### config.mk
export PLATFORM = sky130hd
export DESIGN_NAME = mtimer
export DESIGN_NICKNAME = d
export VERILOG_FILES = /design/src/rtl/mtimer_pkg.sv /design/src/rtl/mt_prescale.sv /design/src/rtl/mt_counter.sv /design/src/rtl/mt_channel.sv /design/src/rtl/mtimer.sv
export SDC_FILE = /design/constraint.sdc
export NUM_CORES = 1
export LEC_CHECK = 0
export BUFFER_PORTS_ARGS = -buffer_cell sky130_fd_sc_hd__buf_2
export CAP_MARGIN = 0
export CELL_PAD_IN_SITES_DETAIL_PLACEMENT = 0
export CELL_PAD_IN_SITES_GLOBAL_PLACEMENT = 1
export CORE_MARGIN = 4
export CORE_UTILIZATION = 30
export DETAILED_ROUTE_END_ITERATION = 12
export GPL_TIMING_DRIVEN = 0
export PLACE_DENSITY_LB_ADDON = 0.1
export SYNTH_ARGS = -nofsm -noshare
export SYNTH_HDL_FRONTEND = slang
export SYNTH_SLANG_ARGS = --single-unit
### constraint.sdc
create_clock -name clk -period 3.8 [get_ports clk]
set_input_delay 0.57 -clock clk [delete_from_list [all_inputs] [get_ports clk]]
set_output_delay 0.57 -clock clk [all_outputs]
set_load 0.01 [all_outputs]
### src/rtl/mtimer_pkg.sv
package mtimer_pkg;

  // per-channel control fields held in the register file
  typedef struct packed {
    logic       ie;
    logic       cmp;
    logic [1:0] edg;
    logic [1:0] act;
  } ch_cfg_t;

  localparam int unsigned PRE_W = 6;

  // a divided tick falls where the low `ps` prescaler bits are all ones
  function automatic logic pre_tick(logic [PRE_W-1:0] pre, logic [2:0] ps);
    logic [PRE_W-1:0] m;
    m = PRE_W'((7'd1 << ps) - 7'd1);
    return (pre & m) == m;
  endfunction

  // counter value after one tick under limit `lim`
  function automatic logic [15:0] wrap_next(logic [15:0] c, logic [15:0] lim);
    return (c == lim) ? 16'd0 : c + 16'd1;
  endfunction

endpackage

### src/rtl/mt_prescale.sv
module mt_prescale
  import mtimer_pkg::*;
(
  input  logic       clk,
  input  logic       rst_n,
  input  logic [2:0] ps,
  input  logic       stop,
  input  logic       clr,
  input  logic       ext_clk_i,
  output logic       tick
);
  logic [PRE_W-1:0] pre;
  logic e1, e2, e3, ext_rise;

  always_ff @(posedge clk or negedge rst_n) begin
    if (!rst_n) begin
      pre <= '0;
      e1 <= 1'b0; e2 <= 1'b0; e3 <= 1'b0;
    end else begin
      e1 <= ext_clk_i;
      e2 <= e1;
      e3 <= e2;
      if (clr)        pre <= '0;
      else if (!stop) pre <= pre + 1'b1;
    end
  end

  assign ext_rise = e2 & ~e3;
  assign tick = !stop && !clr && ((ps == 3'd7) ? ext_rise : pre_tick(pre, ps));
endmodule

### src/rtl/mt_counter.sv
module mt_counter
  import mtimer_pkg::*;
#(
  parameter int CW = 16
) (
  input  logic          clk,
  input  logic          rst_n,
  input  logic          tick,
  input  logic          clr,
  input  logic [CW-1:0] lim,
  output logic [CW-1:0] cnt,
  output logic [CW-1:0] cnt_nxt,
  output logic          ovf_evt
);
  assign cnt_nxt = CW'(wrap_next(16'(cnt), 16'(lim)));
  assign ovf_evt = tick && (cnt == lim);

  always_ff @(posedge clk or negedge rst_n) begin
    if (!rst_n)    cnt <= '0;
    else if (clr)  cnt <= '0;
    else if (tick) cnt <= cnt_nxt;
  end
endmodule

### src/rtl/mt_channel.sv
module mt_channel #(
  parameter int CW = 16
) (
  input  logic          clk,
  input  logic          rst_n,
  input  logic          pin_i,
  input  logic          tick,
  input  logic          ovf_evt,
  input  logic [CW-1:0] cnt_nxt,
  input  logic          cmp_en,
  input  logic [1:0]    edg,
  input  logic [1:0]    act,
  input  logic          pwm,
  input  logic [CW-1:0] cmp_val,
  output logic          cap_evt,
  output logic          cmp_evt,
  output logic          pin_o
);
  logic s1, s2, s3, rise, fall;

  always_ff @(posedge clk or negedge rst_n) begin
    if (!rst_n) begin
      s1 <= 1'b0; s2 <= 1'b0; s3 <= 1'b0;
    end else begin
      s1 <= pin_i; s2 <= s1; s3 <= s2;
    end
  end

  assign rise    = s2 & ~s3;
  assign fall    = ~s2 & s3;
  assign cap_evt = !cmp_en && ((edg[0] && rise) || (edg[1] && fall));
  assign cmp_evt = cmp_en && tick && (cnt_nxt == cmp_val);

  always_ff @(posedge clk or negedge rst_n) begin
    if (!rst_n) pin_o <= 1'b0;
    else if (pwm) begin
      if (cmp_evt)      pin_o <= 1'b0;
      else if (ovf_evt) pin_o <= 1'b1;
    end else if (cmp_evt) begin
      case (act)
        2'b01:   pin_o <= ~pin_o;
        2'b10:   pin_o <= 1'b0;
        2'b11:   pin_o <= 1'b1;
        default: pin_o <= pin_o;
      endcase
    end
  end
endmodule

### src/rtl/mtimer.sv
module mtimer
  import mtimer_pkg::*;
#(
  parameter int CW  = 16,
  parameter int NCH = 2,
  parameter int AW  = 3
) (
  input  logic           clk,
  input  logic           rst_n,
  input  logic           wait_i,
  input  logic [AW-1:0]  addr_i,
  input  logic           wr_i,
  input  logic           rd_i,
  input  logic [CW-1:0]  wdata_i,
  output logic [CW-1:0]  rdata_o,
  input  logic           ext_clk_i,
  input  logic [NCH-1:0] cap_i,
  output logic [NCH-1:0] cmp_o,
  output logic           irq_ovf_o,
  output logic [NCH-1:0] irq_ch_o
);
  localparam logic [AW-1:0] A_CTL = AW'(0);
  localparam logic [AW-1:0] A_CNT = AW'(1);
  localparam logic [AW-1:0] A_LIM = AW'(2);

  function automatic logic [AW-1:0] a_cctl(int i); return AW'(3 + 2*i); endfunction
  function automatic logic [AW-1:0] a_cval(int i); return AW'(4 + 2*i); endfunction

  logic wr_ok, rd_ok, wr_ctl, clr, tick, ovf_evt;
  logic ovf_flag, ovf_ie, stop_q, arm_ovf;
  logic [2:0] ps_q;
  logic [CW-1:0] mod_q, cnt, cnt_nxt;
  ch_cfg_t cfg [NCH];
  logic [NCH-1:0] ch_flag, ch_arm, ch_cap, ch_cmp;
  logic [CW-1:0] ch_val [NCH];
  logic pwm_on, act_sel, pend, wr_inactive;

  assign wr_ok  = wr_i && !wait_i;
  assign rd_ok  = rd_i && !wait_i;
  assign wr_ctl = wr_ok && (addr_i == A_CTL);
  assign clr    = wr_ctl && wdata_i[3];

  always_ff @(posedge clk or negedge rst_n) begin
    if (!rst_n) begin
      ovf_ie <= 1'b0; stop_q <= 1'b0; ps_q <= 3'd0; mod_q <= '1;
    end else begin
      if (wr_ctl) begin
        ovf_ie <= wdata_i[1];
        stop_q <= wdata_i[2];
        ps_q   <= wdata_i[6:4];
      end
      if (wr_ok && addr_i == A_LIM) mod_q <= wdata_i;
    end
  end

  always_ff @(posedge clk or negedge rst_n) begin
    if (!rst_n) begin
      ovf_flag <= 1'b0; arm_ovf <= 1'b0;
    end else begin
      if (ovf_evt)                            ovf_flag <= 1'b1;
      else if (wr_ctl && !wdata_i[0] && arm_ovf) ovf_flag <= 1'b0;
      if (rd_ok && addr_i == A_CTL && ovf_flag) arm_ovf <= 1'b1;
      else if (wr_ctl)                          arm_ovf <= 1'b0;
    end
  end

  mt_prescale u_pre (
    .clk(clk), .rst_n(rst_n), .ps(ps_q), .stop(stop_q), .clr(clr),
    .ext_clk_i(ext_clk_i), .tick(tick)
  );

  mt_counter #(.CW(CW)) u_cnt (
    .clk(clk), .rst_n(rst_n), .tick(tick), .clr(clr), .lim(mod_q),
    .cnt(cnt), .cnt_nxt(cnt_nxt), .ovf_evt(ovf_evt)
  );

  // buffered pair: channel 0 drives, value registers 0 and 1 alternate
  assign wr_inactive = wr_ok && (addr_i == (act_sel ? a_cval(0) : a_cval(1)));

  always_ff @(posedge clk or negedge rst_n) begin
    if (!rst_n) begin
      pwm_on <= 1'b0; act_sel <= 1'b0; pend <= 1'b0;
    end else begin
      if (wr_ok && addr_i == a_cctl(0)) pwm_on <= wdata_i[7];
      if (!pwm_on) begin
        act_sel <= 1'b0; pend <= 1'b0;
      end else if (ovf_evt && pend) begin
        act_sel <= ~act_sel; pend <= 1'b0;
      end else if (wr_inactive) begin
        pend <= 1'b1;
      end
    end
  end

  for (genvar i = 0; i < NCH; i++) begin : g_ch
    logic wr_c, wr_v, c_en, c_pwm;
    logic [1:0] c_edg;
    logic [CW-1:0] c_val;

    assign wr_c = wr_ok && (addr_i == a_cctl(i));
    assign wr_v = wr_ok && (addr_i == a_cval(i));

    if (i == 0) begin : g_lead
      assign c_en  = cfg[0].cmp | pwm_on;
      assign c_edg = pwm_on ? 2'b00 : cfg[0].edg;
      assign c_pwm = pwm_on;
      assign c_val = (pwm_on && act_sel) ? ch_val[1] : ch_val[0];
    end else if (i == 1) begin : g_partner
      assign c_en  = cfg[1].cmp & ~pwm_on;
      assign c_edg = pwm_on ? 2'b00 : cfg[1].edg;
      assign c_pwm = 1'b0;
      assign c_val = ch_val[1];
    end else begin : g_plain
      assign c_en  = cfg[i].cmp;
      assign c_edg = cfg[i].edg;
      assign c_pwm = 1'b0;
      assign c_val = ch_val[i];
    end

    always_ff @(posedge clk or negedge rst_n) begin
      if (!rst_n) begin
        cfg[i] <= '0; ch_flag[i] <= 1'b0; ch_arm[i] <= 1'b0; ch_val[i] <= '0;
      end else begin
        if (wr_c) cfg[i] <= '{ie: wdata_i[1], cmp: wdata_i[2],
                              edg: wdata_i[4:3], act: wdata_i[6:5]};
        if (ch_cap[i] || ch_cmp[i])                  ch_flag[i] <= 1'b1;
        else if (wr_c && !wdata_i[0] && ch_arm[i])   ch_flag[i] <= 1'b0;
        if (rd_ok && addr_i == a_cctl(i) && ch_flag[i]) ch_arm[i] <= 1'b1;
        else if (wr_c)                                  ch_arm[i] <= 1'b0;
        if (ch_cap[i])  ch_val[i] <= cnt;
        else if (wr_v)  ch_val[i] <= wdata_i;
      end
    end

    mt_channel #(.CW(CW)) u_ch (
      .clk(clk), .rst_n(rst_n), .pin_i(cap_i[i]), .tick(tick),
      .ovf_evt(ovf_evt), .cnt_nxt(cnt_nxt), .cmp_en(c_en), .edg(c_edg),
      .act(cfg[i].act), .pwm(c_pwm), .cmp_val(c_val),
      .cap_evt(ch_cap[i]), .cmp_evt(ch_cmp[i]), .pin_o(cmp_o[i])
    );

    assign irq_ch_o[i] = ch_flag[i] & cfg[i].ie;
  end

  assign irq_ovf_o = ovf_flag & ovf_ie;

  always_comb begin
    rdata_o = '0;
    if (rd_ok) begin
      case (addr_i)
        A_CTL:   rdata_o[6:0] = {ps_q, 1'b0, stop_q, ovf_ie, ovf_flag};
        A_CNT:   rdata_o = cnt;
        A_LIM:   rdata_o = mod_q;
        default: begin
          for (int i = 0; i < NCH; i++) begin
            if (addr_i == a_cctl(i))
              rdata_o[7:0] = {(i == 0) ? pwm_on : 1'b0, cfg[i].act, cfg[i].edg,
                              cfg[i].cmp, cfg[i].ie, ch_flag[i]};
            if (addr_i == a_cval(i)) rdata_o = ch_val[i];
          end
        end
      endcase
    end
  end
endmodule

==> reports/results.tsv <==
stage	metric	value	unit
critical_path	reg2reg_to	g_ch[0].u_ch.pin_o$_DFFE_PN0P_	
synth	synth_seq_cells	107	
critical_path	crit_path_end_kind	register	
synth	synth.most_common_cell	dfrtp_1	
synth	syn_inst	816	
layout	post-route-util	34.6	%
sta	whs	0.114	ns
sta	drv_slew	0	
critical_path	start_kind	register	
cts	cts_buffers	9	
cts	clock-sinks	107	
status	status	completed	
floorplan	dieArea	0.0262	mm2
worst_hold_path	hold_class	input pin to asynchronous set/reset pin	
critical_path	worstSetupStartpoint	u_cnt.cnt[0]$_DFFE_PN0P_	
layout	antennaDiodeCount	0	
synth	synth-seq-area-share	37.9	%
grt	grt_pass1_vias	6450	
power	powerDensity	568	mW/mm2
placed_design	post-dp-hpwl	20900	um
placed_design	placed_cells	1182	
synth	synthTopCellsByCount	dfrtp_1 (91), nand2_1 (84), o21ai_0 (81), a21oi_1 (71), mux2i_1 (58)	
routing	drt-total-wl	27800	um
layout	ff_latch_area	0.00270	mm2
routing	routed_via_density	5.45	
job	maxCapViolations	0	
grt	grt_antenna_before_repair	0	
sta	setup_viol	0	
floorplan	chipHeight	162	um
routing	ant_nets	0	
sta	period_minus_slack	3.74	ns
synth	synth_flop_cell	dfrtp_1	
critical_path	rrSetupSlack	0.06	ns
floorplan	fp-row-count	56	
sta	tns	0	ns
floorplan	start_util	30.4	%
sta	fmax	268	MHz
critical_path	path_max_fanout	10	
synth	synth_edf_count	0	
synth	syn_nets	846	
synth	yosysTopAreaCell	dfrtp_1	
synth	synth_area	0.00711	mm2
placed_design	routabilityCongestion	0.883	
layout	area_growth	14.0	%
synth	synth_area_leaders	dfrtp_1 (32%), mux2i_1 (8.2%), dfstp_2 (5.9%)	
critical_path	critPathKind	register to register	
layout	nets	901	
layout	fillCellCount	2524	
critical_path	ff2ff_path_depth	10	
layout	fin_area	0.00811	mm2
critical_path	worst_ep_required_time	4.06	ns
sta	hold_viol	0	
sta	rsz0062_at_grt	yes	
routing	firstDrtPassIters	4	
routing	vias	6507	
layout	final_cells	1195	
grt	grt_max_degree	63	
placed_design	port_buffers	45	
cts	cts_buffer_depth	2	
power	power	4.60	mW
sta	slew_headroom	27.5	%
cts	clock_latency	0.37	ns
synth	avgSynthCellArea	8.72	um2
routing	drc	0	
critical_path	setup.worst_path.end	g_ch[0].u_ch.pin_o$_DFFE_PN0P_	
synth	synth_top_cell_area_share	32.0	%
floorplan	die_w	162	um
synth	ys_types	63	
floorplan	ioPinCount	48	
grt	grt_usage	21.2	%
synth	async_flop_share	100	%
critical_path	timing.rr.start	u_cnt.cnt[0]$_DFFE_PN0P_	
power	irDropWorstVdd	291	uV
cts	root_buffer	clkbuf_16	
cts	clkTransAtPathRegs	0.08	ns
grt	grt_pass1_wl	42000	um
cts	cts_tree	yes	
sta	fin_ws	0.0643	ns
sta	finalCritPeriodShare	98.3	%
sta	clock_skew	0.00806	ns
routing	wl_per_cell	23.3	um
routing	drt_iter0_drc	540	
placed_design	post-place-ws	-0.791	ns
layout	drive_gt1_share	16.6	%
sta	worst_pin_slew	1.09	ns
floorplan	coreArea	0.0234	mm2
critical_path	arrival	3.99	ns
layout	multi_input_area	0.00410	mm2
synth	ys.warnings.count	0	
power	leakage	3.40	nW
placed_design	placed_cell_area	0.00778	mm2
cts	htreeDepth	3	
grt	grt_overflow	0	
worst min-delay path by stage:
stage	start	to	slack [ns]	cells past startpoint
2_1_floorplan	rst_n	act_sel$_DFFE_PN0N_	0.27	0
3_3_place_gp	u_pre.e1$_DFF_PN0_	u_pre.e2$_DFF_PN0_	0.34	0
3_5_place_dp	g_ch[0].u_ch.s1$_DFF_PN0_	g_ch[0].u_ch.s2$_DFF_PN0_	0.34	0
4_1_cts	rst_n	u_cnt.cnt[13]$_DFFE_PN0P_	0.14	1
5_1_grt	rst_n	u_cnt.cnt[13]$_DFFE_PN0P_	0.15	1
6_report	rst_n	u_cnt.cnt[13]$_DFFE_PN0P_	0.11	1
registers in the layout (all words and copies together) (netlist names), 2 cells and up:
register and cells:
cfg 12, g_ch.u_ch.s1 2, g_ch.c_val 16, ch_arm 2
u_cnt.cnt 16, mod_q 16, g_ch.u_ch.pin_o 2, ch_flag 2
u_pre.pre 6, ps_q 3, g_ch.u_ch.s2 2, ch_val 16
g_ch.u_ch.s3 2
cells by family after synthesis:
kind of cell,share of synthesized area [%]
compound gates,19.2
xor+xnor,6.42
fa+ha+maj,0.528
buf+inv,5.10
flops,37.9
mux,13.8
simple gates,17.0
power breakdown:
part	switching, mW	internal (mW)
registers	0.417	1.47
clock network	0.497	0.460
logic	1.01	0.751
total	1.92	2.68
critical path, cell delays in order, from the launching register on:
cell and delay, ns:
dfrtp_1 0.50, ha_1 0.31, nand3_1 0.29, buf_2 0.29, nor2_1 0.30, xnor2_1 0.13, or4b_4 0.51, a2111oi_4 0.37
nand4_2 0.30, and3_1 0.30, o32a_1 0.32
repair_timing:
item / 4_1_cts / 5_1_grt
setup endpoints to repair: 17 / 10
setup buffers: 0 / 1
resized for setup: 4 / 4
pin swaps: 0 / 3
hold buffers: 0 / 0
cloned: 0 / 0
cell usage in the layout (no fill, tap or decap), types with 8 or more instances in the layout:
cell,instances
dfrtp_1,91
nand2_1,84
o21ai_0,81
a21oi_1,71
mux2i_1,58
buf_2,54
nor2_1,51
clkbuf_1,39
xnor2_1,36
mux2_2,34
inv_1,27
nand3_1,22
nand2b_1,17
dfstp_2,16
o31ai_1,14
nor3_1,12
a21o_1,10
xor2_1,10
nand4_1,9
clkbuf_16,9
or3_1,8
a31oi_1,8
routing by layer:
metal	routed length, um	up-vias	part of all wire [%]	track usage (%)
met5	0	-	0	0
met4	568	0	2.0	5.81
met3	1110	33	4.0	2.92
met2	13100	168	47	34.2
met1	13000	3283	47	30.0
li1	-	3023	-	-
area by class of cell:
class | instances | area share [%]
Buffer | 60 | 3.10
Clock buffer | 10 | 2.82
Clock inverter | 6 | 0.664
Inverter | 27 | 1.25
Multi-Input combinational cell | 618 | 50.6
Sequential cell | 107 | 33.3
Tap cell | 319 | 4.92
Timing Repair Buffer | 48 | 3.38
Note: power is estimated with default switching activity, not from simulation.
